==> src/rtl/vcr_pkg.sv <==
package vcr_pkg;

   typedef enum logic [2:0] {
      ST_IDLE,
      ST_RX,
      ST_ACK_WAIT,
      ST_ACK_DRV,
      ST_IGNORE
   } rx_state_t;

   typedef struct packed {
      logic       valid;
      logic [7:0] sel;
      logic [7:0] data;
   } wr_req_t;

endpackage

==> src/rtl/vcr_line_sync.sv <==
module vcr_line_sync #(
   parameter int   STAGES  = 2,
   parameter logic RST_VAL = 1'b1
) (
   input  logic clk,
   input  logic rst_n,
   input  logic d,
   output logic q,
   output logic q_d
);
   if (STAGES < 2) begin : g_bad_stages
      $error("vcr_line_sync: STAGES must be at least 2");
   end

   logic [STAGES-1:0] pipe;

   always_ff @(posedge clk or negedge rst_n) begin
      if (!rst_n) begin
         pipe <= {STAGES{RST_VAL}};
         q_d  <= RST_VAL;
      end else begin
         pipe <= {pipe[STAGES-2:0], d};
         q_d  <= pipe[STAGES-1];
      end
   end

   assign q = pipe[STAGES-1];
endmodule

==> src/rtl/vcr_byte_rx.sv <==
module vcr_byte_rx
   import vcr_pkg::*;
#(
   parameter logic [7:0] DEV_ADDR   = 8'h8A,
   parameter int         XFER_BYTES = 3
) (
   input  logic    clk,
   input  logic    rst_n,
   input  logic    scl,
   input  logic    scl_d,
   input  logic    sda,
   input  logic    sda_d,
   output logic    sda_oe,
   output wr_req_t wr
);
   localparam int IDX_W = $clog2(XFER_BYTES + 1);

   if (XFER_BYTES != 3) begin : g_bad_len
      $error("vcr_byte_rx: only three-byte transfers are supported");
   end

   rx_state_t        state;
   logic [2:0]       bit_cnt;
   logic [IDX_W-1:0] byte_idx;
   logic [7:0]       shreg;
   logic [7:0]       sel_q;
   logic [7:0]       nxt_byte;
   logic             scl_rise, scl_fall, start_ev, stop_ev;

   assign scl_rise = scl & ~scl_d;
   assign scl_fall = ~scl & scl_d;
   assign start_ev = scl & scl_d & sda_d & ~sda;
   assign stop_ev  = scl & scl_d & ~sda_d & sda;
   assign nxt_byte = {shreg[6:0], sda};

   always_ff @(posedge clk or negedge rst_n) begin
      if (!rst_n) begin
         state    <= ST_IDLE;
         bit_cnt  <= '0;
         byte_idx <= '0;
         shreg    <= '0;
         sel_q    <= '0;
         sda_oe   <= 1'b0;
         wr       <= '0;
      end else begin
         wr.valid <= 1'b0;
         if (start_ev) begin
            state    <= ST_RX;
            bit_cnt  <= '0;
            byte_idx <= '0;
            sda_oe   <= 1'b0;
         end else if (stop_ev) begin
            state  <= ST_IDLE;
            sda_oe <= 1'b0;
         end else begin
            unique case (state)
               ST_RX: begin
                  if (scl_rise) begin
                     shreg   <= nxt_byte;
                     bit_cnt <= bit_cnt + 3'd1;
                     if (bit_cnt == 3'd7) begin
                        if (byte_idx == '0) begin
                           state <= (nxt_byte == DEV_ADDR) ? ST_ACK_WAIT : ST_IGNORE;
                        end else if (byte_idx == IDX_W'(1)) begin
                           sel_q <= nxt_byte;
                           state <= ST_ACK_WAIT;
                        end else begin
                           wr    <= '{valid: 1'b1, sel: sel_q, data: nxt_byte};
                           state <= ST_ACK_WAIT;
                        end
                     end
                  end
               end
               ST_ACK_WAIT: begin
                  if (scl_fall) begin
                     sda_oe <= 1'b1;
                     state  <= ST_ACK_DRV;
                  end
               end
               ST_ACK_DRV: begin
                  if (scl_fall) begin
                     sda_oe  <= 1'b0;
                     bit_cnt <= '0;
                     if (byte_idx == IDX_W'(XFER_BYTES - 1)) begin
                        state <= ST_IGNORE;
                     end else begin
                        byte_idx <= byte_idx + IDX_W'(1);
                        state    <= ST_RX;
                     end
                  end
               end
               default: ;
            endcase
         end
      end
   end

   // SDA may only start or stop being pulled while SCL is low
   p_oe_rise_scl_low_r1: assert property (@(posedge clk) disable iff (!rst_n)
      $rose(sda_oe) |-> !scl);
   p_oe_fall_scl_low_r1: assert property (@(posedge clk) disable iff (!rst_n)
      $fell(sda_oe) |-> (!scl || start_ev || stop_ev));
   // no acknowledge once the transfer is being ignored
   p_ignore_silent_r2: assert property (@(posedge clk) disable iff (!rst_n)
      (state == ST_IGNORE) |-> !sda_oe);
endmodule

==> src/rtl/vcr_regbank.sv <==
module vcr_regbank
   import vcr_pkg::*;
#(
   parameter int                NUM_REGS = 18,
   parameter logic [7:0]        SEL_BASE = 8'h77,
   parameter logic [7:0]        CMD_SEL  = 8'h00,
   parameter int                GATE_IDX = 17,
   parameter int                GATE_BIT = 6,
   parameter int                ZERO_IDX = 16,
   parameter int                ZERO_BIT = 7,
   parameter int                DAC_W    = 6,
   parameter logic [NUM_REGS-1:0] DAC_MASK = 18'b11_1111_1111_1100_0110
) (
   input  logic                        clk,
   input  logic                        rst_n,
   input  wr_req_t                     wr,
   input  logic                        vblank,
   output logic [NUM_REGS*8-1:0]       live_flat,
   output logic [NUM_REGS*DAC_W-1:0]   dac_flat,
   output logic                        hloop_start
);
   localparam int IDX_W   = $clog2(NUM_REGS);
   localparam int SEL_END = int'(SEL_BASE) + NUM_REGS;

   if (SEL_END > 256) begin : g_bad_map
      $error("vcr_regbank: register window runs past selector 0xFF");
   end
   if (int'(CMD_SEL) >= int'(SEL_BASE) && int'(CMD_SEL) < SEL_END) begin : g_bad_cmd
      $error("vcr_regbank: command selector overlaps register window");
   end
   if (DAC_W < 1 || DAC_W > 8) begin : g_bad_dac
      $error("vcr_regbank: DAC_W must be 1..8");
   end
   if (GATE_IDX >= NUM_REGS || ZERO_IDX >= NUM_REGS) begin : g_bad_idx
      $error("vcr_regbank: special register index out of range");
   end

   logic             in_win;
   logic [IDX_W-1:0] wr_idx;
   logic             gate_live;

   assign in_win    = ({1'b0, wr.sel} >= {1'b0, SEL_BASE}) && (int'(wr.sel) < SEL_END);
   assign wr_idx    = IDX_W'(wr.sel - SEL_BASE);
   assign gate_live = live_flat[GATE_IDX*8 + GATE_BIT];

   for (genvar i = 0; i < NUM_REGS; i++) begin : g_reg
      localparam logic [7:0] KEEP = (i == ZERO_IDX) ? ~(8'h01 << ZERO_BIT) : 8'hFF;
      logic [7:0] shadow_q;
      logic [7:0] live_q;

      always_ff @(posedge clk or negedge rst_n) begin
         if (!rst_n) begin
            shadow_q <= '0;
            live_q   <= '0;
         end else begin
            if (wr.valid && in_win && (wr_idx == IDX_W'(i))) begin
               shadow_q <= wr.data & KEEP;
            end
            if (vblank) begin
               live_q <= shadow_q;
            end
         end
      end

      assign live_flat[i*8 +: 8] = live_q;

      if (DAC_MASK[i]) begin : g_dac
         assign dac_flat[i*DAC_W +: DAC_W] = live_q[DAC_W-1:0];
      end else begin : g_flag
         assign dac_flat[i*DAC_W +: DAC_W] = '0;
      end
   end

   always_ff @(posedge clk or negedge rst_n) begin
      if (!rst_n) hloop_start <= 1'b0;
      else        hloop_start <= wr.valid && (wr.sel == CMD_SEL) && !gate_live;
   end

   // the live image is frozen outside blanking
   p_live_hold_r4: assert property (@(posedge clk) disable iff (!rst_n)
      !vblank |=> $stable(live_flat));
   // masked bit never shows in the image
   p_masked_bit_r6: assert property (@(posedge clk) disable iff (!rst_n)
      live_flat[ZERO_IDX*8 + ZERO_BIT] == 1'b0);
   // strobe is a single cycle and respects the gate flag
   p_pulse_single_r7: assert property (@(posedge clk) disable iff (!rst_n)
      hloop_start |=> !hloop_start);
   p_pulse_gate_r7: assert property (@(posedge clk) disable iff (!rst_n)
      hloop_start |-> $past(!gate_live));
endmodule

==> src/rtl/vidctl_i2c_regbank.sv <==
module vidctl_i2c_regbank
   import vcr_pkg::*;
#(
   parameter logic [7:0] DEV_ADDR    = 8'h8A,
   parameter int         SYNC_STAGES = 2,
   parameter int         NUM_REGS    = 18,
   parameter logic [7:0] SEL_BASE    = 8'h77,
   parameter logic [7:0] CMD_SEL     = 8'h00,
   parameter int         DAC_W       = 6
) (
   input  logic                      clk,
   input  logic                      rst_n,
   input  logic                      scl_i,
   input  logic                      sda_i,
   output logic                      sda_oe_o,
   input  logic                      vblank_i,
   output logic [NUM_REGS*8-1:0]     reg_image_o,
   output logic [NUM_REGS*DAC_W-1:0] dac_level_o,
   output logic                      hloop_start_o
);
   logic    scl_s, scl_p, sda_s, sda_p;
   wr_req_t wr;

   vcr_line_sync #(.STAGES(SYNC_STAGES), .RST_VAL(1'b1)) u_scl_sync (
      .clk(clk), .rst_n(rst_n), .d(scl_i), .q(scl_s), .q_d(scl_p));

   vcr_line_sync #(.STAGES(SYNC_STAGES), .RST_VAL(1'b1)) u_sda_sync (
      .clk(clk), .rst_n(rst_n), .d(sda_i), .q(sda_s), .q_d(sda_p));

   vcr_byte_rx #(.DEV_ADDR(DEV_ADDR), .XFER_BYTES(3)) u_rx (
      .clk(clk), .rst_n(rst_n),
      .scl(scl_s), .scl_d(scl_p), .sda(sda_s), .sda_d(sda_p),
      .sda_oe(sda_oe_o), .wr(wr));

   vcr_regbank #(
      .NUM_REGS(NUM_REGS), .SEL_BASE(SEL_BASE), .CMD_SEL(CMD_SEL),
      .GATE_IDX(NUM_REGS - 1), .GATE_BIT(6),
      .ZERO_IDX(NUM_REGS - 2), .ZERO_BIT(7),
      .DAC_W(DAC_W), .DAC_MASK(18'b11_1111_1111_1100_0110)
   ) u_bank (
      .clk(clk), .rst_n(rst_n), .wr(wr), .vblank(vblank_i),
      .live_flat(reg_image_o), .dac_flat(dac_level_o),
      .hloop_start(hloop_start_o));
endmodule

==> config.mk <==
export PLATFORM = sky130hd
export DESIGN_NAME = vidctl_i2c_regbank
export DESIGN_NICKNAME = d
export VERILOG_FILES = /design/src/rtl/vcr_pkg.sv /design/src/rtl/vcr_line_sync.sv /design/src/rtl/vcr_byte_rx.sv /design/src/rtl/vcr_regbank.sv /design/src/rtl/vidctl_i2c_regbank.sv
export SDC_FILE = /design/constraint.sdc
export NUM_CORES = 1
export LEC_CHECK = 0
export ABC_CLOCK_PERIOD_IN_PS = 3820
export BUFFER_PORTS_ARGS = -buffer_cell sky130_fd_sc_hd__buf_2
export CAP_MARGIN = 20
export CORE_ASPECT_RATIO = 1.5
export CORE_UTILIZATION = 54
export CTS_CLUSTER_DIAMETER = 30
export DETAILED_ROUTE_END_ITERATION = 10
export PLACE_DENSITY = 0.83
export SYNTH_ARGS = -nofsm -noshare
export SYNTH_HDL_FRONTEND = slang
export SYNTH_HIERARCHICAL = 1
export SYNTH_SLANG_ARGS = --single-unit
==> constraint.sdc <==
create_clock -name clk -period 3.82 [get_ports clk]
set_input_delay 0.764 -clock clk [delete_from_list [all_inputs] [get_ports clk]]
set_output_delay 0.764 -clock clk [all_outputs]
set_load 0.02 [all_outputs]
# ---- Word level (Yosys, flattened, before mapping)
# Index checks and enable logic that the tools add are counted.
dict set report word_totals {
  regBits 334
  input_bits 5
  output_inout_bits 254
  word_cells 172
}
dict set report op_classes {
  n_addsub 3
  n_lt_le_gt_ge 2
  eq_ne 32
  muxes 32
  n_bitwise 15
  reduce_logical 38
}
# operator n
set op_table {}
lappend op_table {{17-bit 2-to-1 mux} 7}
lappend op_table {{5-bit by 4-bit equality test with 1-bit output (second input constant)} 8}
lappend op_table {{3-bit 2-to-1 mux} 13}
lappend op_table {{1-bit logical AND} 22}
lappend op_table {{5-bit by 3-bit equality test with 1-bit output (second input constant)} 4}
lappend op_table {{4-bit by 1-bit inequality test with 1-bit output (second input constant)} 4}
lappend op_table {{7-bit AND reduction} 2}
lappend op_table {{4-bit AND reduction} 3}
lappend op_table {{5-bit by 2-bit equality test with 1-bit output (second input constant)} 2}
lappend op_table {{5-bit equality test (second input constant)} 2}
lappend op_table {{2-bit 2-to-1 mux} 5}
lappend op_table {{3-bit one-hot mux with 3 select lines} 1}
lappend op_table {{8-bit equality test (second input constant)} 1}
lappend op_table {{8-bit by 7-bit >= comparator with 1-bit output (second input constant)} 1}
lappend op_table {{8-bit logical NOT} 1}
lappend op_table {{8-bit less-than comparator (second input constant)} 1}
lappend op_table {{1-bit inverter} 8}
lappend op_table {{1-bit bitwise AND} 7}
lappend op_table {{3-bit by 2-bit equality test with 1-bit output (second input constant)} 2}
lappend op_table {{3-bit by 1-bit inequality test with 1-bit output (second input constant)} 2}
lappend op_table {{3-bit one-hot mux with 2 select lines} 1}
lappend op_table {{5-bit by 1-bit equality test with 1-bit output (second input constant)} 1}
lappend op_table {{5-bit logical NOT} 1}
lappend op_table {{5-bit AND reduction} 1}
lappend op_table {{other kinds (17)} 22}

# ---- Longest topological paths before layout
# Gate-level depths: netlist of run 1.
dict set report logic_depth {
  depth_word 8
  depth_mapped 6
}

# ---- By module
# Netlist of run 1, hierarchy kept.
# module instances cells_per_inst area_each_um2 seq_area_each_um2
set by_module_without_submodules {}
lappend by_module_without_submodules {vcr_regbank 1 750 11707.5 7181.9}
lappend by_module_without_submodules {vcr_byte_rx 1 153 1858.0 1026.0}
lappend by_module_without_submodules {vcr_line_sync 2 3 78.8 78.8}

# ---- Worst setup path after synthesis of run 1
# Ideal clock, no wire load.
dict set report synth_path {
  kind {input to register}
  from {input vblank_i}
  to {register u_bank.g_reg[10].live_q[0]}
  setup_time_ns 0.125
  arrival_time_ns 1.985
  required_ns 3.695
  path_slack_ns 1.711
  path_stages 4
  path_buffers 3
  path_cell_list {clkbuf_1 > clkbuf_1 > clkbuf_1 > mux2_2}
}
# item line
set synth_lines {}
lappend synth_lines {{start, declared} vidctl_i2c_regbank.sv:16} ;# input logic vblank_i,
lappend synth_lines {{end signal, assigned} vcr_regbank.sv:60} ;# live_q <= shadow_q;
lappend synth_lines {{end, declared} vcr_regbank.sv:49} ;# logic [7:0] live_q;
# No word-level cell between the ends.

# ---- Worst setup path in the final report of run 1
dict set report layout_path {
  from {register u_rx/wr[10] (netlist name)}
  to {register u_bank.g_reg[13].shadow_q[3]}
}
dict set report layout_between {
  elab_chain_cells 4
  elab_cells_between_ends 7
  cone_classes {add/sub: 1; order compare: 2; eq/ne: 1; reduce/logical: 3}
}
# item line
set layout_lines {}
lappend layout_lines {{branches (longest 3 deep; another with 5-bit subtractor)} -}
lappend layout_lines {{1-bit logical AND *} vcr_regbank.sv:56} ;# if (wr.valid && in_win && (wr_idx == IDX_W'(i))) begin
lappend layout_lines {{end signal, assigned} vcr_regbank.sv:57} ;# shadow_q <= wr.data & KEEP;
lappend layout_lines {{end, declared} vcr_regbank.sv:48} ;# logic [7:0] shadow_q;
# Every way passes the cells marked *.
# A chain may end at the register's enable or synchronous reset.

==> results of run 1 <==
==> final cells by class <==
class	count	area, sq um	area share, %
inverters	5	18.8	0.117
repair buffers	241	1280	8.01
clock inverters	25	317	1.98
clock buffers	49	1130	7.06
multi-input cells	450	4460	27.9
flip-flops and latches	334	8370	52.4
well taps	328	410	2.57
==> path summary, 6_finish.rpt <==
| kind | from | end | slack, ns | depth (start not counted) |
|---|---|---|---|---|
| max | u_rx/wr[10]$_DFFE_PN0P_ | u_bank/g_reg[13].shadow_q[3]$_DFFE_PN0P_ | 1.44 | 3 |
| min | rst_n | u_bank/g_reg[7].live_q[5]$_DFFE_PN0P_ | 0.20 | 1 |
| max reg2reg | u_rx/wr[10]$_DFFE_PN0P_ | u_bank/g_reg[13].shadow_q[3]$_DFFE_PN0P_ | 1.44 | 3 |
| min reg2reg | u_sda_sync/pipe[0]$_DFF_PN1_ | u_sda_sync/pipe[1]$_DFF_PN1_ | 0.35 | 0 |
| max in group asynchronous | rst_n | u_sda_sync/pipe[0]$_DFF_PN1_ | 2.74 | 2 |
| min in group clk | scl_i | u_scl_sync/pipe[0]$_DFF_PN1_ | 0.34 | 1 |
==> flip-flops by register name, indices dropped and copies added, names as in the netlist <==
name and flops:
u_rx/shreg 7, u_rx/sda_oe 1, u_rx/bit_cnt 3, u_scl_sync/pipe 2
u_sda_sync/q_d 1, u_rx/state 3, u_bank/g.live_q 143, u_rx/sel_q 8
u_bank/g.shadow_q 143, u_scl_sync/q_d 1, u_sda_sync/pipe 2, u_rx/wr 17
u_bank/hloop_start 1, u_rx/byte_idx 2
==> metal layers <==
layer	vias up	part of all wire, %	track usage (%)
met5	-	0	0
met1	3987	40	26.0
met2	219	53	37.5
li1	3367	-	-
met3	45	4.1	3.67
met4	0	2.4	7.32
==> per-stage QoR <==
step / instance area, sq um / hold slack [ns] / setup slack [ns]
after floorplan: 13800 / 0.345 / 1.71
after global placement: 14500 / 0.349 / 1.50
after detailed placement: 14500 / 0.348 / 1.43
after CTS: 16000 / 0.217 / 1.43
after global routing: 16000 / 0.243 / 1.29
final: 16000 / 0.198 / 1.44
==> cells in the final DEF (no fill, tap or decap), types with 4 or more instances in the layout <==
cell,count
mux2_4,4
nand2_1,33
buf_2,231
dfrtp_1,328
ha_1,5
nand3b_1,6
buf_4,5
inv_6,6
o21ai_0,6
conb_1,25
clkbuf_16,43
inv_8,6
inv_1,5
nand2b_1,4
nor3_2,13
bufinv_16,4
mux2_2,307
dfstp_2,6
==> kinds of logic after synthesis <==
| kind of cell | Yosys count | synth area share (%) |
|---|---|---|
| flops | 334 | 61.0 |
| xor+xnor | 1 | 0.0638 |
| simple gates | 88 | 4.48 |
| fa+ha+maj | 5 | 0.456 |
| mux | 313 | 25.8 |
| compound gates | 18 | 1.03 |
| other cells | 1 | 0.0273 |
| buf+inv | 149 | 7.21 |
==> worst max-delay path, cell delays in order (launching register included) <==
cell and delay (ns):
dfrtp_1 0.63, or3b_2 0.53, nor3_2 0.68, mux2_2 0.42
==> power breakdown <==
group	leakage [nW]	switching, mW	internal, mW
logic	3.38	0.168	0.0809
clock network	0.709	1.57	2.45
registers	4.63	0.0578	3.59
==> flow_summary.ini, run 1 <==
[sta]
tightest_slew_ns = 1.09
finClkSkew_ns = 0.0235
finalCriticalPeriod_ns = 2.38
timing.slew.headroom_pct = 27.4
rsz0062_at_grt = false
max_freq_mhz = 419
fin_setup_tns_ns = 0
final_hold_viol_count = 0
setup_viol = 0
slew_viol_final = 0
fin_crit_sh_pct = 62.4

[logic_synthesis]
ys_seq_area_share_pct = 61.0
postSynthAreaPerCell_sq_um = 15.1
synth_area_sq_mm = 0.0137
yosysTopAreaCellShare_pct = 59.8
ys_ff_latch = 334
ys_types = 48
yosysWarningCount = 6
async_flop_share_pct = 100
yosys.area.top_type = dfrtp_1
ys_top_cells_by_count = dfrtp_1, mux2_2, buf_4
synth_edf_count = 0
synthTopCellsByArea = dfrtp_1, mux2_2, buf_4
syn_inst = 909
ys.flop_type = dfrtp_1
synth.most_common_cell = dfrtp_1

[floorplan]
coreArea_sq_mm = 0.0251
die_area_sq_mm = 0.0261
die_x_um = 132
start_util_pct = 54.8
num_rows = 71
fp.dieH_um = 197
num_io_pins = 259

[cells_and_area]
num_antenna_cells = 0
drive_gt1_share_pct = 59.5
nNetsFinal = 1084
utilization_pct = 63.8
n_fill_cell = 1807
area_growth_pct = 16.4
layout.cells.non_filler = 1432

[clock_network]
clk_pin_slew_ns = 0.06
cts_resized = 0
cts_max_path_buffers = 3
cts_hold_buffers = 0
cts_setup_buffers = 0
cts_tree = done
htree_levels = 2
cts_made_buffers = 42
cts.sinks = 334
root_buffer = clkbuf_16
clock_latency_ns = 0.54

[critical_path]
end_kind = flop
path_class = flop to flop
crit_fanout = 10
worst_setup_path_start_kind = flop
arrival_ns = 2.81
cp_data_required_time_ns = 4.24

[grt]
antenna_found_initial = 0
grt_use_total_pct = 21.1
first_global_vias = 7758
grt_pass1_wl_um = 42700
grt.overflow.total = 0
grt_max_degree = 85

[power]
vdd_ir_drop_max_mv = 0.330
p_leak_nw = 8.73
p_per_area_mw_per_mm2 = 496
total_power_mw = 7.92

[placement]
dp_hpwl_um = 17100
io_buffers = 233
gpl.final_weighted_congestion = 0.797
dp_cells = 1358

[drt]
route.detailed.drc = 0
drt-wirelength-per-cell_um = 18.7
final_antenna_net_count = 0
wirelength_um = 26700
via_count = 7618
via_per_inst = 5.32
detail_route.iter0.violations = 324
dr.pass1.iters = 4

[job]
cap_violations = 0

[run_status]
outcome = finished clean

[min_path]
hold_class = input pin to asynchronous set/reset pin
(Power assumes the default switching activity.)
==> run 2, diff against run 1 <==
--- a/config.mk
+++ b/config.mk
@@ -5,14 +5,15 @@
 export SDC_FILE = /design/constraint.sdc
 export NUM_CORES = 1
 export LEC_CHECK = 0
-export ABC_CLOCK_PERIOD_IN_PS = 3820
+export ABC_AREA = 1
+export ABC_CLOCK_PERIOD_IN_PS = 2100
 export BUFFER_PORTS_ARGS = -buffer_cell sky130_fd_sc_hd__buf_2
 export CAP_MARGIN = 20
 export CORE_ASPECT_RATIO = 1.5
-export CORE_UTILIZATION = 54
+export CORE_UTILIZATION = 51
 export CTS_CLUSTER_DIAMETER = 30
 export DETAILED_ROUTE_END_ITERATION = 10
-export PLACE_DENSITY = 0.83
+export PLACE_DENSITY = 0.82
 export SYNTH_ARGS = -nofsm -noshare
 export SYNTH_HDL_FRONTEND = slang
 export SYNTH_HIERARCHICAL = 1
==> constraint.sdc (replaced) <==
create_clock -name clk -period 2.1 [get_ports clk]
set_input_delay 0.42 -clock clk [delete_from_list [all_inputs] [get_ports clk]]
set_output_delay 0.42 -clock clk [all_outputs]
set_load 0.02 [all_outputs]
==> run 2 against run 1 <==
  * Flip-flop and latch count stayed put
  * Utilization down 3.5 points
  * Clock skew shrank 0.0033 ns
  * Register-to-register slack worse by 1.3 ns
  * Setup slack worse by 1.3 ns
  * Area after synthesis is 7.5% higher
  * Sequential power rose by 86%
  * First-iteration DRC count increased by 79%
  * Sequential share of layout area shrank 3.2 points
  * Largest cell class unchanged
  * Via count rose by 38%
  * Wire length is 22% higher
==> flow_summary.ini, run 2 <==
[min_path]
hold_class = input pin to flop

[cells_and_area]
largestRegisters = u_bank/g.live_q: 143 flops, u_bank/g.shadow_q: 143 flops, u_rx/wr: 17 flops
most-common-layout-cells = dfrtp_1, nand2_1, buf_2
layout_commonest_cell = dfrtp_1
regArea_sq_mm = 0.00837
area_growth_pct = 15.4
multi_input_area_sq_mm = 0.00464
n_fill_cell = 2239
drive_gt1_share_pct = 27.8
nNetsFinal = 1623
num_antenna_cells = 0

[floorplan]
num_rows = 75
coreArea_sq_mm = 0.0282
num_io_pins = 259
die_area_sq_mm = 0.0296
fp.dieH_um = 210
die_x_um = 141
start_util_pct = 52.2

[logic_synthesis]
async_flop_share_pct = 100
synthTopCellsByArea = dfrtp_1, nand2_1, buf_4
synth_area_sq_mm = 0.0148
yosysWarningCount = 6
ys_types = 35
synth.most_common_cell = dfrtp_1
synth_edf_count = 0
ys.flop_type = dfrtp_1
postSynthAreaPerCell_sq_um = 10.1
ys_ff_latch = 334
ys_seq_area_share_pct = 56.7
yosysTopAreaCellShare_pct = 55.6
syn_inst = 1465
ys_top_cells_by_count = dfrtp_1, nand2_1, inv_1
yosys.area.top_type = dfrtp_1

[sta]
max_freq_mhz = 519
finalCriticalPeriod_ns = 1.93
final_hold_viol_count = 0
fin_setup_tns_ns = 0
setup_viol = 0
rsz0062_at_grt = false
tightest_slew_ns = 0.736
timing.slew.headroom_pct = 50.9
hold_slack_ns = 0.284
slew_viol_final = 0
finClkSkew_ns = 0.0201
fin_crit_sh_pct = 91.8

[grt]
first_global_vias = 10200
grt.overflow.total = 0
grt_use_total_pct = 22.5
grt_max_degree = 81
grt_pass1_wl_um = 52900
antenna_found_initial = 0

[clock_network]
cts.sinks = 334
htree_levels = 2
cts_max_path_buffers = 3
root_buffer = clkbuf_16
cts_tree = done
cts_made_buffers = 41
cts_setup_buffers = 0
clk_pin_slew_ns = 0.06
clock_latency_ns = 0.54

[drt]
detail_route.iter0.violations = 580
via_per_inst = 5.17
wirelength_um = 32600
dr.pass1.iters = 5
via_count = 10500
route.detailed.drc = 0
final_antenna_net_count = 0
drt-wirelength-per-cell_um = 16.0

[critical_path]
arrival_ns = 2.32
path_class = flop to flop
crit_fanout = 16
end_kind = flop
worst_setup_path_start_kind = flop
cp_data_required_time_ns = 2.49

[placement]
dp_hpwl_um = 21300
gpl.final_weighted_congestion = 0.813
io_buffers = 233

[job]
cap_violations = 0

[power]
p_per_area_mw_per_mm2 = 913
vdd_ir_drop_max_mv = 0.569
p_leak_nw = 8.85

[run_status]
outcome = finished clean
run 2: worst paths after layout:
path | endpoint | slack, ns | startpoint | depth (start not counted)
max in group asynchronous | u_scl_sync/q_d$_DFF_PN1_ | 1.03 | rst_n | 3
hold reg to reg | u_sda_sync/pipe[1]$_DFF_PN1_ | 0.36 | u_sda_sync/pipe[0]$_DFF_PN1_ | 0
setup reg to reg | u_bank/g_reg[17].shadow_q[3]$_DFFE_PN0P_ | 0.17 | u_rx/wr[8]$_DFFE_PN0P_ | 8
hold / removal | u_bank/g_reg[10].live_q[5]$_DFFE_PN0P_ | 0.28 | vblank_i | 2
min in group asynchronous | u_bank/g_reg[12].live_q[5]$_DFFE_PN0P_ | 0.38 | rst_n | 2
setup / recovery | u_bank/g_reg[17].shadow_q[3]$_DFFE_PN0P_ | 0.17 | u_rx/wr[8]$_DFFE_PN0P_ | 8
run 2: metal layers:
layer / global-route usage [%] / wire (um) / vias up
li1: - / - / 4923
met1: 27.7 / 13100 / 5078
met2: 39.2 / 16500 / 411
met3: 3.00 / 1620 / 91
met4: 10.6 / 1350 / 0
met5: 0 / 0 / -
run 2: timing repair:
item                                   in CTS  in global routing
endpoints found under the hold margin      32                  0
hold buffers                                3                  0
resized for setup                           0                  0
run 2: worst max-delay path: stages, from the launching register on:
cell and delay [ns]:
dfrtp_1 0.54, nand3_1 0.16, nand2_1 0.14, nand2_2 0.13, nand2_8 0.11, buf_4 0.26, nand3_4 0.22, nand2_1 0.13
o21ai_1 0.07
run 2: power by group:
group / switching (mW) / total, mW / leakage (nW) / internal (mW)
sequential: 0.148 / 6.78 / 4.52 / 6.63
combinational: 0.887 / 1.26 / 3.60 / 0.378
clock: 2.91 / 7.50 / 0.727 / 4.58
run 2: cells by family (layout without fill, tap and decap cells):
kind of cell             Yosys count  count (layout)  synth area share [%]
flip-flops                       334             334                  56.7
buffers and inverters            321             478                  12.5
adder cells (fa/ha/maj)            5               5                 0.424
other                              1              25                0.0254
AO/OA/AOI/OAI                    257             257                  10.7
AND/OR/NAND/NOR                  485             485                  14.9
multiplexers                      62              62                  4.73
run 2: area by class of cell:
type,instances,share of cell area [%]
Sequential cell,334,49.1
Multi-Input combinational cell,834,27.3
Timing Repair Buffer,257,8.78
Clock buffer,47,6.58
Clock inverter,29,2.19
Tap cell,385,2.83
Inverter,145,3.20
run 2: per-stage QoR:
| stage | power, mW | cell area [sq um] | util [%] | instances | setup slack (ns) |
|---|---|---|---|---|---|
| after CTS | 15.7 | 17000 | 60.3 | 2031 | 0.185 |
| after global routing | 16.1 | 17000 | 60.3 | 2031 | 0.0848 |
| after floorplan | 7.79 | 14800 | - | 1489 | 0.586 |
| after global placement | 8.12 | 15500 | 54.9 | 1952 | 0.339 |
| final | 15.5 | 17000 | 60.3 | 2031 | 0.173 |
| after detailed placement | 8.16 | 15500 | 54.9 | 1952 | 0.213 |
